### src/rtl/gpio_port_pkg.sv
package gpio_port_pkg;
   localparam int OFS_W = 3;

   typedef enum logic [OFS_W-1:0] {
      OFS_DIR  = 3'd0,
      OFS_DATA = 3'd1,
      OFS_PINS = 3'd2,
      OFS_PULL = 3'd3,
      OFS_ODRN = 3'd4
   } reg_ofs_e;

   function automatic logic mode_is_expanded(input logic [2:0] m);
      return (m == 3'd4) || (m == 3'd5);
   endfunction
endpackage

### src/rtl/gpio_regs.sv
module gpio_regs
   import gpio_port_pkg::*;
#(
   parameter int W = 8
) (
   input  logic             clk,
   input  logic             por_n,
   input  logic             man_rst,
   input  logic             hw_stby,
   input  logic             wr_en,
   input  logic [OFS_W-1:0] addr,
   input  logic [W-1:0]     wdata,
   output logic [W-1:0]     dir_q,
   output logic [W-1:0]     data_q,
   output logic [W-1:0]     pull_q,
   output logic [W-1:0]     odrn_q
);
   always_ff @(posedge clk or negedge por_n) begin
      if (!por_n) begin
         dir_q  <= '0;
         data_q <= '0;
         pull_q <= '0;
         odrn_q <= '0;
      end else if (hw_stby) begin
         dir_q  <= '0;
         data_q <= '0;
         pull_q <= '0;
         odrn_q <= '0;
      end else if (man_rst) begin
         data_q <= '0;
         pull_q <= '0;
         odrn_q <= '0;
      end else if (wr_en) begin
         case (addr)
            OFS_DIR:  dir_q  <= wdata;
            OFS_DATA: data_q <= wdata;
            OFS_PULL: pull_q <= wdata;
            OFS_ODRN: odrn_q <= wdata;
            default: ;
         endcase
      end
   end

   // hardware standby leaves every control register cleared
   p_hw_clear_r2: assert property (@(posedge clk) disable iff (!por_n)
      hw_stby |=> (dir_q == '0) && (data_q == '0) && (pull_q == '0) && (odrn_q == '0));

   // manual reset never disturbs the direction register
   p_dir_kept_r3: assert property (@(posedge clk) disable iff (!por_n)
      (man_rst && !hw_stby) |=> $stable(dir_q));
endmodule

### src/rtl/gpio_in_sync.sv
module gpio_in_sync #(
   parameter int W      = 8,
   parameter int STAGES = 2
) (
   input  logic         clk,
   input  logic         por_n,
   input  logic [W-1:0] d,
   output logic [W-1:0] q
);
   logic [W-1:0] stage_q [STAGES];

   generate
      if (STAGES < 1) begin : g_bad_stages
         $error("gpio_in_sync: STAGES must be at least 1");
      end
      for (genvar s = 0; s < STAGES; s++) begin : g_stage
         always_ff @(posedge clk or negedge por_n) begin
            if (!por_n) stage_q[s] <= '0;
            else if (s == 0) stage_q[s] <= d;
            else stage_q[s] <= stage_q[(s == 0) ? 0 : s-1];
         end
      end
   endgenerate

   assign q = stage_q[STAGES-1];
endmodule

### src/rtl/gpio_pin_mux.sv
module gpio_pin_mux #(
   parameter int W     = 8,
   parameter int FIXED = 5
) (
   input  logic         clk,
   input  logic         por_n,
   input  logic         expanded,
   input  logic         sw_stby,
   input  logic         ope,
   input  logic [W-1:0] dir_q,
   input  logic [W-1:0] data_q,
   input  logic [W-1:0] pull_q,
   input  logic [W-1:0] odrn_q,
   input  logic [W-1:0] addr_live,
   input  logic [W-1:0] addr_hold,
   output logic [W-1:0] pin_out,
   output logic [W-1:0] pin_oe,
   output logic [W-1:0] pin_pu
);
   logic [W-1:0] addr_own;

   generate
      if (FIXED < 1 || FIXED > W) begin : g_bad_fixed
         $error("gpio_pin_mux: FIXED must lie in 1..W");
      end
      for (genvar i = 0; i < W; i++) begin : g_pin
         localparam bit ALWAYS_ADDR = (i < FIXED);
         logic gpio_drv;

         assign addr_own[i] = expanded && (ALWAYS_ADDR || dir_q[i]);
         assign gpio_drv    = !expanded && dir_q[i];

         always_comb begin
            pin_out[i] = 1'b0;
            pin_oe[i]  = 1'b0;
            if (addr_own[i]) begin
               if (!(sw_stby && !ope)) begin
                  pin_out[i] = sw_stby ? addr_hold[i] : addr_live[i];
                  pin_oe[i]  = 1'b1;
               end
            end else if (gpio_drv) begin
               if (odrn_q[i]) begin
                  pin_out[i] = 1'b0;
                  pin_oe[i]  = !data_q[i];
               end else begin
                  pin_out[i] = data_q[i];
                  pin_oe[i]  = 1'b1;
               end
            end
         end

         assign pin_pu[i] = pull_q[i] && !addr_own[i] && !gpio_drv;
      end
   endgenerate

   // low pins carry the live address in expanded modes outside standby
   p_fixed_addr_r5: assert property (@(posedge clk) disable iff (!por_n)
      (expanded && !sw_stby) |->
         (pin_oe[FIXED-1:0] == {FIXED{1'b1}}) && (pin_out[FIXED-1:0] == addr_live[FIXED-1:0]));

   // floating standby releases every address-owned pin
   p_float_r7: assert property (@(posedge clk) disable iff (!por_n)
      (sw_stby && !ope) |-> ((pin_oe & addr_own) == '0));

   // a pull-up is never enabled on a driving pin
   p_pu_input_r8: assert property (@(posedge clk) disable iff (!por_n)
      (pin_pu & pin_oe) == '0);
endmodule

### src/rtl/mode_gpio_port.sv
module mode_gpio_port
   import gpio_port_pkg::*;
#(
   parameter int W           = 8,
   parameter int FIXED       = 5,
   parameter int SYNC_STAGES = 2
) (
   input  logic             clk,
   input  logic             por_n,
   input  logic             man_rst,
   input  logic             hw_stby,
   input  logic             sw_stby,
   input  logic             ope,
   input  logic [2:0]       mode,
   input  logic [OFS_W-1:0] bus_addr,
   input  logic             bus_wr,
   input  logic [W-1:0]     bus_wdata,
   output logic [W-1:0]     bus_rdata,
   input  logic [W-1:0]     addr_bus_in,
   input  logic [W-1:0]     pin_in,
   output logic [W-1:0]     pin_out,
   output logic [W-1:0]     pin_oe,
   output logic [W-1:0]     pin_pu
);
   logic [W-1:0] dir_q, data_q, pull_q, odrn_q, pins_q, addr_hold;
   logic         expanded;
   logic         past_ok;

   assign expanded = mode_is_expanded(mode);

   gpio_regs #(.W(W)) u_regs (
      .clk(clk), .por_n(por_n), .man_rst(man_rst), .hw_stby(hw_stby),
      .wr_en(bus_wr), .addr(bus_addr), .wdata(bus_wdata),
      .dir_q(dir_q), .data_q(data_q), .pull_q(pull_q), .odrn_q(odrn_q)
   );

   gpio_in_sync #(.W(W), .STAGES(SYNC_STAGES)) u_sync (
      .clk(clk), .por_n(por_n), .d(pin_in), .q(pins_q)
   );

   always_ff @(posedge clk or negedge por_n) begin
      if (!por_n) begin
         addr_hold <= '0;
         past_ok   <= 1'b0;
      end else begin
         past_ok <= 1'b1;
         if (!sw_stby) addr_hold <= addr_bus_in;
      end
   end

   gpio_pin_mux #(.W(W), .FIXED(FIXED)) u_mux (
      .clk(clk), .por_n(por_n), .expanded(expanded), .sw_stby(sw_stby), .ope(ope),
      .dir_q(dir_q), .data_q(data_q), .pull_q(pull_q), .odrn_q(odrn_q),
      .addr_live(addr_bus_in), .addr_hold(addr_hold),
      .pin_out(pin_out), .pin_oe(pin_oe), .pin_pu(pin_pu)
   );

   always_comb begin
      case (bus_addr)
         OFS_DIR:  bus_rdata = '1;
         OFS_DATA: bus_rdata = data_q;
         OFS_PINS: bus_rdata = pins_q;
         OFS_PULL: bus_rdata = pull_q;
         OFS_ODRN: bus_rdata = odrn_q;
         default:  bus_rdata = '0;
      endcase
   end

   // offsets beyond the map read as zero
   p_unmapped_r12: assert property (@(posedge clk) disable iff (!por_n)
      (bus_addr > 3'd4) |-> (bus_rdata == '0));

   // frozen address pins keep their value across a held standby
   p_hold_r7: assert property (@(posedge clk) disable iff (!por_n)
      (past_ok && sw_stby && $past(sw_stby) && ope && $past(ope) && expanded
       && $past(expanded) && !$past(hw_stby))
      |-> $stable(pin_out[FIXED-1:0]));
endmodule

### config.mk
export PLATFORM = sky130hd
export DESIGN_NAME = mode_gpio_port
export DESIGN_NICKNAME = d
export VERILOG_FILES = /design/src/rtl/gpio_port_pkg.sv /design/src/rtl/gpio_regs.sv /design/src/rtl/gpio_in_sync.sv /design/src/rtl/gpio_pin_mux.sv /design/src/rtl/mode_gpio_port.sv
export SDC_FILE = /design/constraint.sdc
export NUM_CORES = 1
export LEC_CHECK = 0
export BUFFER_PORTS_ARGS = -buffer_cell sky130_fd_sc_hd__buf_4
export CORE_UTILIZATION = 50
export CTS_BUF_LIST = sky130_fd_sc_hd__clkbuf_8
export CTS_CLUSTER_SIZE = 20
export DETAILED_ROUTE_END_ITERATION = 7
export PLACE_DENSITY = 0.77
export SLEW_MARGIN = 20
export SYNTH_ARGS = -nofsm -noshare
export SYNTH_HDL_FRONTEND = slang
export SYNTH_SLANG_ARGS = --single-unit
### constraint.sdc
create_clock -name clk -period 2.1 [get_ports clk]
set_input_delay 0.525 -clock clk [delete_from_list [all_inputs] [get_ports clk]]
set_output_delay 0.525 -clock clk [all_outputs]
set_load 0.05 [all_outputs]
==> flow_summary.ini, run 1 <==
[status]
status = finished, final reports clean

[critical_path]
rr_worst_depth = 2
r2r_setup_slack_ns = 1.27
crit_path_end_kind = output port
start_kind = input port
path_cells = buf_4 -> buf_4 -> mux2_2 -> a32o_2 -> buf_4
critPathSlowestCell = mux2_2
cp_max_fo = 6
crit_family = buffers and inverters
slowest_delay_ns = 0.35
r2r-end = u_regs.odrn_q[3]$_DFFE_PN0P_
path_buf_inv = 3
required_ns = 1.57
cp_common_cell = buf_4
arrival_ns = 1.52
criticalPathCategory = in2out
r2r-start = u_regs.odrn_q[3]$_DFFE_PN0P_

[sta]
rsz0062_at_grt = true
max_freq_mhz = 489
finalHoldViolCount = 0
post-route-min-period_ns = 2.04
setup_viol = 0
finalCritPeriodShare_pct = 97.3
worstMarginPinSlew_ns = 0.687
finalMaxSlewViolations = 0
relSlewSlack_pct = 54.2
layout_setup_ws_ns = 0.0559
fin_skew_ns = 0.000234
tns_ns = 0

[grt]
grt_pass1_vias = 2082
grt_max_degree = 57
grt_antenna_before_repair = 0
grt_usage_pct = 21.8
grt_first_pass_wirelength_um = 10100
grt_overflow = 0

[synth]
synth_edf_count = 0
yosysTopAreaCell = dfrtp_1
synth_warnings = 0
yosysUniqueCellTypes = 25
netlist_instances = 260
ys.flop_type = dfrtp_1
synth-seq-area-share_pct = 51.0
syn_nets = 297
synth-async-reset-ratio_pct = 100
yosysMostFrequentCell = dfrtp_1
syn_area_um2 = 2750
synth_area_leaders = dfrtp_1 (51%), mux2i_1 (12%), nand2b_1 (6.2%)
synth-seq-cells = 56
synth_top_area_share_pct = 51.0
postSynthAreaPerCell_um2 = 10.6
ys_top_cells_by_count = dfrtp_1 (56), mux2i_1 (32), nand2_1 (27), nand2b_1 (27), a21oi_1 (19)

[drt]
drc_errors = 0
viasPerCell = 5.31
drt-wirelength-per-cell_um = 14.8
vias = 2125
detail-route-antenna-nets = 0
drt_iter0_drc = 159
totalWireLength_um = 5930
drtPass1Iterations = 4

[floorplan]
die_h_um = 76.1
die_area_um2 = 5790
pin_count = 69
start_util_pct = 52.8
fp.dieW_um = 76.1
design.core.area_um2 = 5200
num_rows = 26

[clock_network]
clk-insertion-delay-late_ns = 0.29
cts_setup_buffers = 0
h-tree-depth = 2
cts_sinks = 56
cts.reportedPaths.clkPinSlew_ns = 0.10
tritoncts = done
max-clock-path-buffers = 2
root_buffer = clkbuf_8
cts_made_buffers = 5

[pwr]
switchingPower_w = 0.000554
p_clk_share_pct = 31.8
power.internal_w = 0.00160
leakage_nw = 1.58
pwr-share-seq_pct = 52.1
power_density_nw_per_um2 = 611
swShare_pct = 25.7
ir_drop_mv = 0.479
comb_power_share_pct = 16.1

[cells_and_area]
fin_area_um2 = 3540
n_antenna_cell = 0
nNetsFinal = 366
drive_gt1_share_pct = 34.5
syn2layout_area_growth_pct = 28.7
final_cells = 400

[placement]
gp_congestion = 0.803
post-place-ws_ns = -0.121
portBuffers = 67
post_dp_cell_area_um2 = 3430
hpwlAfterDp_um = 4340
dp.cells = 392

[run]
maxCapViolations = 0

[hold_path]
hold_path_class = in2async
-- logic make-up after synthesis --
group	Yosys count	share of synthesized area, %
compound gates	38	8.75
buf+inv	15	2.60
flops	56	51.0
mux	40	14.9
simple gates	111	22.7
-- worst register-to-register path, cell delays in order (launching register included) --
cell and delay (ns):
dfrtp_1 0.45, mux2i_1 0.18, nor2_1 0.07
-- flip-flops by register name (all words and copies together), names as in the netlist --
register        cells
u_sync.q            8
u_regs.odrn_q       8
addr_hold           8
u_regs.pull_q       8
u_sync.stage_q      8
u_regs.data_q       8
u_regs.dir_q        8
-- per-stage QoR --
| step | power (W) | hold WS (ns) | util [%] |
|---|---|---|---|
| after floorplan | 0.00135 | 0.229 | - |
| after global placement | 0.00149 | 0.332 | 65.8 |
| after detailed placement | 0.00150 | 0.337 | 65.8 |
| after CTS | 0.00217 | 0.290 | 67.9 |
| after global routing | 0.00225 | 0.309 | 67.9 |
| final | 0.00216 | 0.265 | 67.9 |
-- per-layer routing --
| metal | share of wire [%] | vias to the layer above | GRT usage [%] |
|---|---|---|---|
| met4 | 0.81 | 0 | 4.62 |
| met1 | 47 | 1027 | 30.5 |
| met5 | 0 | - | 0 |
| met3 | 4.9 | 6 | 3.35 |
| met2 | 48 | 63 | 36.0 |
| li1 | - | 1029 | - |
-- power by group through the flow --
stage | Combinational (W) | Sequential, W | Clock, W
global placement | 0.000346 | 0.00115 | 0
CTS | 0.000351 | 0.00113 | 0.000698
floorplan | 0.000207 | 0.00114 | 0
finish | 0.000347 | 0.00113 | 0.000686
detailed placement | 0.000349 | 0.00115 | 0
global route | 0.000375 | 0.00113 | 0.000746
-- repair_timing --
| action | 4_1_cts | 5_1_grt |
|---|---|---|
| hold buffers | 0 | 0 |
| resized for setup | 1 | 0 |
| endpoints found under the setup margin | 8 | 2 |
-- cell usage in the layout, fill, tap and decap left out, drive strengths merged, types with 2 or more instances in the layout --
cell / count
a21boi: 3
a21oi: 19
a32o: 5
buf: 76
clkbuf: 5
clkinv: 2
dfrtp: 56
mux2: 8
mux2i: 32
nand2: 27
nand2b: 27
nand3: 5
nand3b: 6
nor2: 17
nor2b: 18
nor3b: 5
o21a: 3
o22ai: 8
-- how the worst max path moves through the flow --
| stage | startpoint | endpoint | slack [ns] | cells after the start |
|---|---|---|---|---|
| 6_report | sw_stby | pin_out[2] | 0.06 | 5 |
| 5_1_grt | mode[1] | pin_oe[7] | -0.002 | 5 |
| 4_1_cts | mode[1] | pin_out[3] | 0.05 | 5 |
| 3_5_place_dp | mode[1] | pin_oe[6] | -0.12 | 5 |
| 3_3_place_gp | mode[1] | pin_oe[7] | -0.11 | 5 |
| 2_1_floorplan | mode[2] | pin_pu[0] | -0.45 | 3 |
-- area by class of cell --
class / instances / area (um2)
clock inverter: 3 / 38.8
timing repair buffer: 76 / 571
clock buffer: 5 / 68.8
fill: 411 / 1670
inverter: 1 / 3.75
sequential: 56 / 1400
tap: 70 / 87.6
multi-input combinational: 189 / 1370
(Power assumes the default switching activity.)
==> run 2, diff against run 1 <==
- CORE_UTILIZATION: 50 -> 30
- PLACE_DENSITY: 0.77 -> 0.51
- clock period: 2.1 -> 2.3 ns (I/O delays scaled with it)
==> run 2 against run 1 <==
The run now ends with design-rule violations left. Die area up 65%. First-iteration DRC count down 33%. Critical path type unchanged. Clock power down 18%. Wire length up 12%. Worst setup slack better by 0.093 ns. Combinational power down 7.8%. Clock skew about the same. Flip-flop and latch count unchanged. Critical endpoint is now pin_out[0].
==> flow_summary.ini, run 2 (same netlist as run 1, synthesis figures left out) <==
[cells_and_area]
final_cells = 438
fill_cells = 885
final_core_util_pct = 40.3
fin_area_um2 = 3540
n_antenna_cell = 0
nNetsFinal = 366
syn2layout_area_growth_pct = 29.1
final_common_cell = buf_4
drive_gt1_share_pct = 32.1
layout_common_cells = buf_4 (76), dfrtp_1 (56), mux2i_1 (32), nand2_1 (27), nand2b_1 (27)

[grt]
grt_pass1_vias = 1996
use_met1_pct = 21.3
grt_overflow = 0
grt_max_degree = 57
busiest_layer = met2
grt_first_pass_wirelength_um = 10900
grt_usage_pct = 14.8
grtUsageMet3_pct = 2.81
grtUsageMet2_pct = 22.6
grt_antenna_before_repair = 0

[pwr]
power_density_nw_per_um2 = 539
leakage_nw = 1.54
ir_drop_mv = 0.205

[sta]
finalHoldViolCount = 0
fin_hold_ws_ns = 0.317
post-route-min-period_ns = 2.15
relSlewSlack_pct = 51.6
finalCritPeriodShare_pct = 93.5
fin_skew_ns = 0.000405
finalMaxSlewViolations = 0
setup_viol = 0
rsz0062_at_grt = false
worstMarginPinSlew_ns = 0.725
max_freq_mhz = 465
tns_ns = 0

[drt]
viasPerCell = 4.65
detail-route-antenna-nets = 0
vias = 2036
drtPass1Iterations = 6
drt_iter0_drc = 107
drc_errors = 10
totalWireLength_um = 6660
drt-wirelength-per-cell_um = 15.2

[critical_path]
cp_max_fo = 8
criticalPathCategory = in2out
path_cells = buf_4 -> buf_4 -> mux2_2 -> a32o_1 -> buf_4
crit_path_end_kind = output port
required_ns = 1.73
slowest_delay_ns = 0.36
cp_common_cell = buf_4
arrival_ns = 1.58
critPathSlowestCell = mux2_2
start_kind = input port

[floorplan]
die_area_um2 = 9540
pin_count = 69
fp.dieW_um = 97.7
design.core.area_um2 = 8810
num_rows = 34
die_h_um = 97.7
start_util_pct = 31.2

[placement]
dp.cells = 430
gp_congestion = 0.793
portBuffers = 67
post_dp_cell_area_um2 = 3450
hpwlAfterDp_um = 4840

[clock_network]
cts_setup_buffers = 0
cts_made_buffers = 5
root_buffer = clkbuf_8
clk-insertion-delay-late_ns = 0.30
max-clock-path-buffers = 2
cts.reportedPaths.clkPinSlew_ns = 0.10
cts_sinks = 56
h-tree-depth = 2
tritoncts = done
hold_buffers = 0

[status]
status = complete, but fails checks
violations = design-rule violations

[run]
maxCapViolations = 0

[hold_path]
hold_path_class = in2async
## run 2: what timing repair did
item / in CTS / in global routing
setup endpoints to repair: 8 / 0
resized for setup: 1 / 0
endpoints found under the hold margin: 0 / 0
## run 2: stage by stage
stage	worst slack, ns	power [W]
3_3_place_gp	-0.0414	0.00137
2_1_floorplan	-0.347	0.00123
4_1_cts	0.121	0.00195
3_5_place_dp	-0.0348	0.00137
6_report	0.149	0.00191
5_1_grt	0.0434	0.00201
## run 2: worst paths after layout
path | start | endpoint | slack [ns] | depth (start not counted)
max in group asynchronous | por_n | u_regs.pull_q[6]$_DFFE_PN0P_ | 1.50 | 1
worst max-delay path | sw_stby | pin_out[0] | 0.15 | 5
worst max register to register | u_regs.odrn_q[7]$_DFFE_PN0P_ | u_regs.odrn_q[7]$_DFFE_PN0P_ | 1.52 | 2
min in group clk | u_sync.stage_q[15]$_DFF_PN0_ | u_sync.q[7]$_DFF_PN0_ | 0.35 | 0
worst min-delay path | por_n | u_regs.odrn_q[4]$_DFFE_PN0P_ | 0.32 | 1
worst min register to register | u_sync.stage_q[15]$_DFF_PN0_ | u_sync.q[7]$_DFF_PN0_ | 0.35 | 0
## run 2: area by class of cell
type / count / area, um2 / share of cell area, %
repair buffers: 76 / 571 / 16.1
well taps: 108 / 135 / 3.81
inverters: 1 / 3.75 / 0.106
multi-input cells: 189 / 1340 / 37.8
flip-flops and latches: 56 / 1400 / 39.5
clock buffers: 6 / 82.6 / 2.33
clock inverters: 2 / 11.3 / 0.318
## run 2: critical path, delay by kind of cell
family / cells / cell delay (ns)
mux: 1 / 0.36
compound gates: 1 / 0.22
buf+inv: 3 / 0.42
## run 2: metal layers
| layer | part of all wire, % | wire (um) |
|---|---|---|
| met5 | 0 | 0 |
| met4 | 0.57 | 38 |
| met2 | 45 | 3010 |
| met1 | 48 | 3220 |
| met3 | 5.9 | 390 |
## run 2: power breakdown
group	switching [W]	leakage [nW]	total (W)	internal (W)
clock	0.000321	0.0486	0.000562	0.000241
sequential	0.0000107	0.726	0.00103	0.00102
combinational	0.000192	0.764	0.000320	0.000127
total	0.000524	1.54	0.00191	0.00139
